==> src/rtl/audio_clkgen_pkg.sv <==
package audio_clkgen_pkg;

    // Output bundle shared by the top level
    typedef struct packed {
        logic mclk;
        logic sclk;
        logic lrck;
        logic lr_edge;
    } clk_bundle_t;

    // Rounded accumulator increment for a target rate
    function automatic longint nco_step(longint sys_hz, longint tgt_hz, int acc_w);
        return ((tgt_hz << acc_w) + (sys_hz / 2)) / sys_hz;
    endfunction

endpackage

==> src/rtl/audio_clk_nco.sv <==
module audio_clk_nco
    import audio_clkgen_pkg::*;
#(
    parameter longint SYS_HZ  = 12_000_000,
    parameter longint MCLK_HZ = 1_024_000,
    parameter int     ACC_W   = 24
) (
    input  logic clk,
    input  logic rst_n,
    input  logic en,
    output logic mclk_o,
    output logic fall_o
);
    localparam longint           STEP_L = nco_step(SYS_HZ, MCLK_HZ, ACC_W);
    localparam logic [ACC_W-1:0] STEP   = STEP_L[ACC_W-1:0];
    localparam int               MSB    = ACC_W - 1;
    localparam longint           PH_MIN = (longint'(1) << MSB) / STEP_L;
    localparam longint           PH_MAX = PH_MIN + 1;

    typedef struct packed {
        logic [ACC_W-1:0] acc;
    } nco_st_t;

    nco_st_t st_d, st_q;
    logic    fall_d;

    always_comb begin
        st_d   = st_q;
        fall_d = 1'b0;
        if (!en) begin
            st_d.acc = '0;
        end else begin
            st_d.acc = st_q.acc + STEP;
            fall_d   = st_q.acc[MSB] && !st_d.acc[MSB];
        end
    end

    always_ff @(posedge clk or negedge rst_n) begin
        if (!rst_n) st_q <= '0;
        else        st_q <= st_d;
    end

    assign mclk_o = st_q.acc[MSB];
    assign fall_o = fall_d;

    // Phase-length tracker for the checks below
    logic [7:0] run_q;
    always_ff @(posedge clk or negedge rst_n) begin
        if (!rst_n)                             run_q <= '0;
        else if (!en)                           run_q <= '0;
        else if (st_d.acc[MSB] != st_q.acc[MSB]) run_q <= 8'd1;
        else if (run_q != 8'hFF)                run_q <= run_q + 8'd1;
    end

    AST_MCLK_PHASE_MAX: assert property (@(posedge clk) disable iff (!rst_n)
        longint'(run_q) <= PH_MAX);
    AST_MCLK_PHASE_MIN: assert property (@(posedge clk) disable iff (!rst_n)
        (en && run_q != 8'd0 && st_d.acc[MSB] != st_q.acc[MSB])
        |-> longint'(run_q) >= PH_MIN);

endmodule

==> src/rtl/audio_clk_frame_div.sv <==
module audio_clk_frame_div #(
    parameter int MCLK_PER_BIT   = 4,
    parameter int BITS_PER_FRAME = 64
) (
    input  logic clk,
    input  logic rst_n,
    input  logic en,
    input  logic mclk_fall_i,
    output logic sclk_o,
    output logic lrck_o,
    output logic lr_edge_o
);
    localparam int FRAME      = MCLK_PER_BIT * BITS_PER_FRAME;
    localparam int CW         = $clog2(FRAME);
    localparam int HALF_BIT   = MCLK_PER_BIT / 2;
    localparam int HALF_FRAME = FRAME / 2;

    typedef struct packed {
        logic [CW-1:0] cnt;
        logic          sclk;
        logic          lrck;
        logic          lr_edge;
    } div_st_t;

    div_st_t st_d, st_q;

    always_comb begin
        st_d = st_q;
        if (!en) begin
            st_d = '0;
        end else begin
            st_d.lr_edge = 1'b0;
            if (mclk_fall_i) begin
                st_d.lr_edge = (st_q.cnt == CW'(HALF_FRAME - 1)) ||
                               (st_q.cnt == CW'(FRAME - 1));
                st_d.cnt     = (st_q.cnt == CW'(FRAME - 1)) ? '0 : st_q.cnt + CW'(1);
            end
            st_d.sclk = (st_d.cnt % CW'(MCLK_PER_BIT)) >= CW'(HALF_BIT);
            st_d.lrck = st_d.cnt >= CW'(HALF_FRAME);
        end
    end

    always_ff @(posedge clk or negedge rst_n) begin
        if (!rst_n) st_q <= '0;
        else        st_q <= st_d;
    end

    assign sclk_o    = st_q.sclk;
    assign lrck_o    = st_q.lrck;
    assign lr_edge_o = st_q.lr_edge;

    AST_DIV_HOLD: assert property (@(posedge clk) disable iff (!rst_n)
        (en && !mclk_fall_i) |=> ($stable(sclk_o) && $stable(lrck_o)));

endmodule

==> src/rtl/audio_clkgen.sv <==
module audio_clkgen
    import audio_clkgen_pkg::*;
#(
    parameter longint SYS_HZ         = 12_000_000,
    parameter longint MCLK_HZ        = 1_024_000,
    parameter int     ACC_W          = 24,
    parameter int     MCLK_PER_BIT   = 4,
    parameter int     BITS_PER_FRAME = 64
) (
    input  logic clk,
    input  logic rst_n,
    input  logic en,
    output logic mclk_o,
    output logic sclk_o,
    output logic lrck_o,
    output logic lr_edge_o
);
    clk_bundle_t bus;
    logic        mclk_fall;

    audio_clk_nco #(
        .SYS_HZ (SYS_HZ),
        .MCLK_HZ(MCLK_HZ),
        .ACC_W  (ACC_W)
    ) u_nco (
        .clk   (clk),
        .rst_n (rst_n),
        .en    (en),
        .mclk_o(bus.mclk),
        .fall_o(mclk_fall)
    );

    audio_clk_frame_div #(
        .MCLK_PER_BIT  (MCLK_PER_BIT),
        .BITS_PER_FRAME(BITS_PER_FRAME)
    ) u_div (
        .clk        (clk),
        .rst_n      (rst_n),
        .en         (en),
        .mclk_fall_i(mclk_fall),
        .sclk_o     (bus.sclk),
        .lrck_o     (bus.lrck),
        .lr_edge_o  (bus.lr_edge)
    );

    assign mclk_o    = bus.mclk;
    assign sclk_o    = bus.sclk;
    assign lrck_o    = bus.lrck;
    assign lr_edge_o = bus.lr_edge;

    AST_SCLK_ON_MCLK_FALL: assert property (@(posedge clk) disable iff (!rst_n)
        ($past(en) && sclk_o != $past(sclk_o)) |-> (!mclk_o && $past(mclk_o)));
    AST_LRCK_ON_SCLK_FALL: assert property (@(posedge clk) disable iff (!rst_n)
        ($past(en) && lrck_o != $past(lrck_o)) |-> (!sclk_o && $past(sclk_o)));
    AST_EDGE_MATCH: assert property (@(posedge clk) disable iff (!rst_n)
        $past(en) |-> (lr_edge_o == (lrck_o != $past(lrck_o))));
    AST_EDGE_SINGLE: assert property (@(posedge clk) disable iff (!rst_n)
        lr_edge_o |=> !lr_edge_o);
    AST_OFF_QUIET: assert property (@(posedge clk) disable iff (!rst_n)
        !en |=> (!mclk_o && !sclk_o && !lrck_o && !lr_edge_o));

endmodule

==> config.mk <==
export PLATFORM = sky130hd
export DESIGN_NAME = audio_clkgen
export DESIGN_NICKNAME = d
export VERILOG_FILES = /design/src/rtl/audio_clkgen_pkg.sv /design/src/rtl/audio_clk_nco.sv /design/src/rtl/audio_clk_frame_div.sv /design/src/rtl/audio_clkgen.sv
export SDC_FILE = /design/constraint.sdc
export NUM_CORES = 1
export LEC_CHECK = 0
export CAP_MARGIN = 20
export CORE_UTILIZATION = 53
export DETAILED_ROUTE_END_ITERATION = 10
export GPL_ROUTABILITY_DRIVEN = 0
export MAX_ROUTING_LAYER = met4
export PLACE_DENSITY = 0.71
export REMOVE_ABC_BUFFERS = 1
export SLEW_MARGIN = 20
export SYNTH_ARGS = -nofsm -noshare
export SYNTH_HDL_FRONTEND = slang
export SYNTH_SLANG_ARGS = --single-unit
==> constraint.sdc <==
create_clock -name clk -period 2.55 [get_ports clk]
set_clock_uncertainty 0.15 [all_clocks]
set_input_delay 0.6375 -clock clk [delete_from_list [all_inputs] [get_ports clk]]
set_output_delay 0.6375 -clock clk [all_outputs]
set_load 0.01 [all_outputs]
==> impl_summary.txt, run 1 <==
----------------------------------------------------
[Timing]
  Peak Freq ... 0.418 GHz
  Fin worst setup slack ... 157 ps
  Actual transition at the worst max-transition pin ... 389 ps
  Final hold violations ... 0
  Finish-stage setup viols ... 0
  Final Cycle Share ... 93.8%
  Slew Limit Headroom ... 74.1%
  Min Tclk post-route ... 2390 ps
  Setup repair after global routing missed its margin ... false
  Final Max Tran Viols ... 0
  Hold slack final ... 380 ps
  Setup_tns ... 0 ps

[Worst hold path]
  Hold crit path type ... reg -> reg

[Clock network]
  Cts bufs inserted ... 5
  Maximum clock path buffer count ... 2
  Root buffer selected by CTS ... clkbuf_4
  Max H-tree Level ... 2
  Clock latency reported for the late side of the worst-skew pair ... 340 ps
  TritonCTS clock tree ... yes
  Cts-stage hold buffer count ... 0
  Clock sink count ... 31
  Clock transition at path regs ... 90 ps

[Final layout]
  Post-route standard cell area excluding fillers ... 1740 um2
  P&R area growth vs syn ... 15.2%
  Diodes inserted ... 0
  Fraction of layout cells with a size suffix above 1 ... 17.3%
  Count of placed standard cells in the final layout, fillers left out ... 203
  Total number of nets in the final design ... 179
  Utilization of the core after routing ... 67.1%
  Fill cell instance count of the final layout ... 198

[Synthesis]
  Post-synthesis cell count ... 153
  Fraction of the yosys area taken by sequential cells ... 51.4%
  Dominant synthesized flop cell ... dfrtp_1
  Count of yosys warnings during synthesis ... 0
  Share of async-settable or async-resettable flops after synthesis ... 100%
  Number of distinct library cell variants in the gate-level netlist after synthesis ... 39
  Number of storage elements in the synthesis netlist ... 31
  EDFF count, synth ... 0
  Summed instance area of the synthesized netlist ... 1510 um2
  Avg Inst Size Synth ... 9.87 um2

[Worst setup path]
  Critical path startpoint ... u_nco.st_q[4]$_DFF_PN0_
  Startpoint type of the worst setup path ... register
  Capture instance of the worst register-to-register path ... u_div.lrck_o$_DFF_PN0_
  Worst r2r path cells ... 11
  Worst endpoint required time ... 2630 ps
  Cell-by-cell trace of the critical path ... ha_2, nor3_4, o211ai_1, a31oi_1, nor2_1, ha_2, nand2_2, or3_4, nor2_1, xnor2_1, nor2_1
  Launch instance of the worst register-to-register path ... u_nco.st_q[4]$_DFF_PN0_
  Cell repeated most along the worst path ... nor2_1
  R2R Setup Slk ... 160 ps
  WP data arrival ... 2480 ps
  CP max stage delay ... 400 ps
  Peak fanout along the critical path ... 5
  Crit path to ... u_div.lrck_o$_DFF_PN0_
  Slowest library cell on the worst path ... or3_4
  Kind of end point of the critical path ... register
  WS Path Type ... reg -> reg

[Die]
  Ports ... 7
  Site Rows ... 18
  Initial core utilization ... 58.3%
  Y dimension of the die ... 55.4 um
  Die Area ... 3070 um2
  Core area ... 2590 um2
  Die W ... 55.4 um

[GRT]
  First-pass GRT wire length ... 4970 um
  Total routing usage reported by global routing ... 22.4%
  Number of antenna violations at the first check in global routing ... 0
  Aggregate global routing overflow ... 0
  Pin count of the biggest net entering global routing ... 32
  Vias in the first global route ... 1126

[Place]
  Cell count after placement ... 195
  Count of buffers from port buffering ... 6
  Instance area after placement ... 1660 um2
  HPWL after DPL ... 2020 um
  Pre-CTS setup slack ... 57.3 ps

[Pwr]
  Highest ir drop seen on vdd ... 0.568 mV
  Overall power of the completed layout ... 1.23 mW
  Leak Pwr ... 0.790 nW
  Pwr Density ... 710 nW/um2

[Detailed routing]
  Avg Vias per Cell ... 5.52
  DRT iter0 DRCs ... 15
  DR vias ... 1121
  DRC ... 0
  Post-DR wirelength/cell ... 14.3 um
  Pre-Repair DR Iteration Count ... 4
  Wire length reported by the detailed router ... 2900 um
  Post-detailed-route count of antenna-violating nets ... 0

[Run status]
  Result of the run ... complete, no violations

[Job]
  MaxCap Viol Count ... 0

----------------------------------------------------
registers in the layout, summed over array words and instances, names as in the netlist:
register         count
u_nco.st_q          21
u_div.st_q           7
u_div.lr_edge_o      1
u_div.lrck_o         1
u_div.sclk_o         1
layer usage:
layer | vias up | routed length (um) | global-route usage (%)
li1 | 556 | - | -
met1 | 539 | 1390 | 26.6
met2 | 17 | 1320 | 32.7
met3 | 9 | 103 | 8.90
met4 | 0 | 90 | 11.8
met5 | - | 0 | -
worst max-delay path, delay by kind of cell (launching register included):
kind | cells | cell delay, ps
DFF | 1 | 370
adders and majority gates | 2 | 430
AOI/OAI and AO/OA | 2 | 340
and+or+nand+nor | 6 | 840
xor gates and xnor gates | 1 | 160
layout by cell type (no fill, tap or decap), drive strengths merged:
| cell type | Yosys | routed |
|---|---|---|
| nor3b | 1 | 1 |
| o21bai | 1 | 1 |
| inv | 4 | 4 |
| a21o | 1 | 1 |
| a21boi | 1 | 1 |
| a31oi | 1 | 1 |
| dfrtp | 31 | 31 |
| o21a | 1 | 1 |
| buf | 1 | 11 |
| nand3 | 3 | 3 |
| mux2i | 2 | 2 |
| or3 | 4 | 4 |
| clkbuf | 3 | 6 |
| a211oi | 2 | 2 |
| and4b | 1 | 1 |
| nand4 | 3 | 3 |
| o211ai | 1 | 1 |
| and2 | 3 | 3 |
| nand2b | 1 | 1 |
| nor2 | 27 | 27 |
| a221o | 1 | 1 |
| nor3 | 3 | 3 |
| xor2 | 10 | 10 |
| clkdlybuf4s50 | 0 | 6 |
| or2 | 1 | 1 |
| xnor2 | 6 | 6 |
| nand2 | 18 | 18 |
| clkinv | 0 | 1 |
| o22ai | 1 | 1 |
| nor4 | 2 | 2 |
| ha | 3 | 3 |
| a21oi | 11 | 11 |
| o21ai | 5 | 5 |
cell usage after synthesis (2+ instances only):
cell	count	share of area, %
a21oi_1	11	3.6
and2_1	3	1.2
clkbuf_1	3	0.75
dfrtp_1	31	51
ha_1	3	2.5
inv_1	4	0.99
mux2i_1	2	1.3
nand2_1	17	4.2
nand3_1	3	0.99
nand4_1	2	0.83
nor2_1	27	6.7
nor4_1	2	0.83
o21ai_0	3	0.99
or3_1	3	1.2
xnor2_1	6	3.5
xor2_1	10	5.8
power by group:
part	internal [mW]	total, mW	switching, mW	leakage [nW]
combinational	0.140	0.295	0.155	0.342
clock	0.127	0.295	0.168	0.0341
sequential	0.558	0.644	0.0855	0.413
total	0.826	1.23	0.409	0.790
kinds of logic (layout without fill, tap and decap cells):
logic type / Yosys count / count (layout) / share of synthesized area [%]
adder cells (fa/ha/maj): 3 / 3 / 2.49
buffers and inverters: 8 / 28 / 2.24
flip-flops: 31 / 31 / 51.4
AND/OR/NAND/NOR: 67 / 67 / 22.5
AO/OA/AOI/OAI: 26 / 26 / 10.9
XOR/XNOR: 16 / 16 / 9.28
multiplexers: 2 / 2 / 1.33
layout make-up:
type	instances	area, um2	area share (%)
flip-flops and latches	31	776	44.6
repair buffers	17	143	8.20
well taps	30	37.5	2.16
multi-input cells	114	712	40.9
clock buffers	6	51.3	2.95
inverters	4	15.0	0.863
clock inverters	1	5.00	0.288
worst min-delay path by stage:
stage | from | slack (ps) | cells after the start | endpoint
2_1_floorplan | rst_n | 190 | 0 | u_div.lr_edge_o$_DFF_PN0_
3_3_place_gp | u_div.st_q[3]$_DFF_PN0_ | 340 | 1 | u_div.st_q[3]$_DFF_PN0_
3_5_place_dp | u_div.st_q[3]$_DFF_PN0_ | 360 | 1 | u_div.st_q[3]$_DFF_PN0_
4_1_cts | u_div.st_q[3]$_DFF_PN0_ | 370 | 1 | u_div.st_q[3]$_DFF_PN0_
5_1_grt | u_div.st_q[3]$_DFF_PN0_ | 390 | 1 | u_div.st_q[3]$_DFF_PN0_
6_report | u_div.st_q[3]$_DFF_PN0_ | 380 | 1 | u_div.st_q[3]$_DFF_PN0_
timing repair:
| item | 4_1_cts | 5_1_grt |
|---|---|---|
| endpoints found under the setup margin | 0 | 6 |
| hold endpoints to repair | 0 | 0 |
| buffers inserted | 0 | 1 |
| resized for setup | 0 | 3 |
No activity file was read; power rests on OpenSTA's default activity.
==> run 2, diff against run 1 <==
- CAP_MARGIN: 20 -> unset
==> results of run 2 <==
Same layout as run 1: the final DEF is identical, and so are final timing and power.
==> run 3, diff against run 2 <==
- CORE_UTILIZATION: 53 -> 55
- CTS_BUF_LIST: unset -> sky130_fd_sc_hd__clkbuf_4
- PLACE_DENSITY: 0.71 -> 0.74
==> impl_summary.txt, run 3 (synthesis gave the netlist of run 1 again) <==
----------------------------------------------------
[GRT]
  First-pass GRT wire length ... 4150 um (-16%)
  Vias in the first global route ... 993 (-12%)
  Pin count of the biggest net entering global routing ... 32 (unchanged)
  Total routing usage reported by global routing ... 22.0% (-0.41 points)
  Number of antenna violations at the first check in global routing ... 0 (unchanged)
  Aggregate global routing overflow ... 0 (unchanged)

[Timing]
  Actual transition at the worst max-transition pin ... 390 ps (+1.44 ps)
  Peak Freq ... 0.414 GHz (-0.84%)
  Final Max Tran Viols ... 0 (unchanged)
  Hold slack final ... 384 ps (+3.59 ps)
  Slew Limit Headroom ... 74.0% (-0.096 points)
  Finish-stage setup viols ... 0 (unchanged)
  Setup_tns ... 0 ps (unchanged)
  Final Cycle Share ... 94.6% (+0.79 points)
  Final hold violations ... 0 (unchanged)
  Min Tclk post-route ... 2410 ps (+20.2 ps)

[Pwr]
  Comb pwr share ... 23.8% (about the same)
  Fraction of power consumed by sequential logic ... 53.6% (+1.5 points)
  Leak Pwr ... 0.774 nW (-2.0%)
  Highest ir drop seen on vdd ... 0.549 mV (-3.5%)
  Switching Fraction ... 33.0% (-0.073 points)
  Cell-internal power ... 807 uW (-2.3%)
  Clock share of power ... 22.5% (-1.4 points)
  Pwr Density ... 704 nW/um2 (-0.77%)
  Overall power of the completed layout ... 1.20 mW (-2.4%)
  Switching power ... 398 uW (-2.6%)

[Run status]
  Result of the run ... complete, no violations

[Final layout]
  Fraction of layout cells with a size suffix above 1 ... 14.6% (-2.7 points)
  Fill cell instance count of the final layout ... 222 (+12%)
  Largest register by flop count ... u_nco.st_q
  Post-route standard cell area excluding fillers ... 1710 um2 (-1.7%)
  Most frequent standard cell in the layout excluding fill and tap cells ... dfrtp_1
  Diodes inserted ... 0 (unchanged)
  Total number of nets in the final design ... 176 (-1.7%)
  P&R area growth vs syn ... 13.3%
  Most used cells in the layout excluding fill and tap cells ... dfrtp_1 (31), nor2_1 (27), nand2_1 (17)
  Max reg flops ... 21 (unchanged)
  Registers with the most flip-flops ... u_nco.st_q x21, u_div.st_q x7

[Detailed routing]
  DRT iter0 DRCs ... 19 (+4)
  Post-DR wirelength/cell ... 13.8 um (-3.2%)
  Pre-Repair DR Iteration Count ... 4 (unchanged)
  DRC ... 0 (unchanged)
  Avg Vias per Cell ... 5.50 (-0.36%)
  DR vias ... 1106 (-1.3%)
  Post-detailed-route count of antenna-violating nets ... 0 (unchanged)
  Wire length reported by the detailed router ... 2780 um (-4.2%)

[Clock network]
  Maximum clock path buffer count ... 2 (unchanged)
  TritonCTS clock tree ... yes
  Cts-stage hold buffer count ... 0 (unchanged)
  Clock latency reported for the late side of the worst-skew pair ... 330 ps (about the same)
  Clock transition at path regs ... 80 ps (about the same)
  Max H-tree Level ... 2 (unchanged)
  Root buffer selected by CTS ... clkbuf_4
  Clock sink count ... 31 (unchanged)
  Cts bufs inserted ... 5 (unchanged)

[Worst setup path]
  Kind of end point of the critical path ... register
  Slowest library cell on the worst path ... or3_4
  Cell-by-cell trace of the critical path ... ha_2, nor3_4, o211ai_1, a31oi_1, nor2_1, ha_1, nand2_2, or3_4, nor2_1, xnor2_1, nor2_1
  WP data arrival ... 2480 ps (about the same)
  Crit path buf inv count ... 0 (unchanged)
  Peak fanout along the critical path ... 5 (unchanged)
  Startpoint type of the worst setup path ... register
  Cell repeated most along the worst path ... nor2_1
  CP max stage delay ... 400 ps (about the same)
  WS Path Type ... reg -> reg
  Critical path's top delay family ... simple AND/OR/NAND/NOR gates
  Worst endpoint required time ... 2610 ps (-20 ps)

[Die]
  Die W ... 54.4 um (-1.8%)
  Core area ... 2540 um2 (-1.7%)
  Ports ... 7 (unchanged)
  Initial core utilization ... 59.3% (+1.0 points)
  Y dimension of the die ... 54.4 um (-1.8%)
  Die Area ... 2960 um2 (-3.5%)
  Site Rows ... 18 (unchanged)

[Place]
  Count of buffers from port buffering ... 6 (unchanged)
  HPWL after DPL ... 1890 um (-6.6%)
  Instance area after placement ... 1630 um2 (-1.8%)

[Job]
  MaxCap Viol Count ... 0 (unchanged)

[Worst hold path]
  Hold crit path type ... reg -> reg

----------------------------------------------------
[run 3: cell count changes in the layout (fill, tap and decap cells not counted), sizes merged]
cell    change
buf         -3
clkinv      +1
[run 3: cell type report]
cell class                      instances  area [um2]  area share, %
Clock inverter                          2        7.51          0.439
Multi-Input combinational cell        114         709           41.5
Clock buffer                            6        45.0           2.63
Sequential cell                        31         776           45.4
Tap cell                               30        37.5           2.19
Inverter                                4        15.0          0.878
Timing Repair Buffer                   14         120           7.02
[run 3: final timing paths]
check / startpoint / end / slack [ps] / cells after the start
max in group asynchronous: rst_n / u_nco.st_q[4]$_DFF_PN0_ / 1410 / 2
hold / removal: u_div.st_q[3]$_DFF_PN0_ / u_div.st_q[3]$_DFF_PN0_ / 380 / 1
setup reg to reg: u_nco.st_q[3]$_DFF_PN0_ / u_div.lrck_o$_DFF_PN0_ / 140 / 11
hold reg to reg: u_div.st_q[3]$_DFF_PN0_ / u_div.st_q[3]$_DFF_PN0_ / 380 / 1
min in group asynchronous: rst_n / u_nco.st_q[17]$_DFF_PN0_ / 530 / 2
setup / recovery: u_nco.st_q[3]$_DFF_PN0_ / u_div.lrck_o$_DFF_PN0_ / 140 / 11
[run 3: power by group through the flow]
stage | clock network (mW) | logic (mW) | registers, mW
finish | 0.271 | 0.287 | 0.646
global route | 0.306 | 0.322 | 0.656
CTS | 0.282 | 0.282 | 0.644
detailed placement | 0 | 0.278 | 0.653
global placement | 0 | 0.273 | 0.651
floorplan | 0 | 0.221 | 0.634
[run 3: timing repair]
action | 4_1_cts | 5_1_grt
gates resized for setup | 0 | 2
endpoints found under the setup margin | 0 | 6
setup buffers | 0 | 2
[run 3: through the flow]
| step | std cells | worst slack, ps | util, % |
|---|---|---|---|
| floorplan | 149 | 145 | - |
| global placement | 191 | 135 | 64.2 |
| detailed placement | 191 | 79.3 | 64.2 |
| CTS | 199 | 58.8 | 66.3 |
| global route | 201 | -5.25 | 67.2 |
| finish | 201 | 137 | 67.2 |
[run 3: metal layers]
layer | vias to the layer above | GRT usage [%] | part of all wire (%)
met5 | - | - | 0
met4 | 0 | 11.5 | 1.7
met3 | 4 | 8.33 | 3.5
met2 | 13 | 34.1 | 47
met1 | 534 | 24.4 | 47
li1 | 555 | - | -
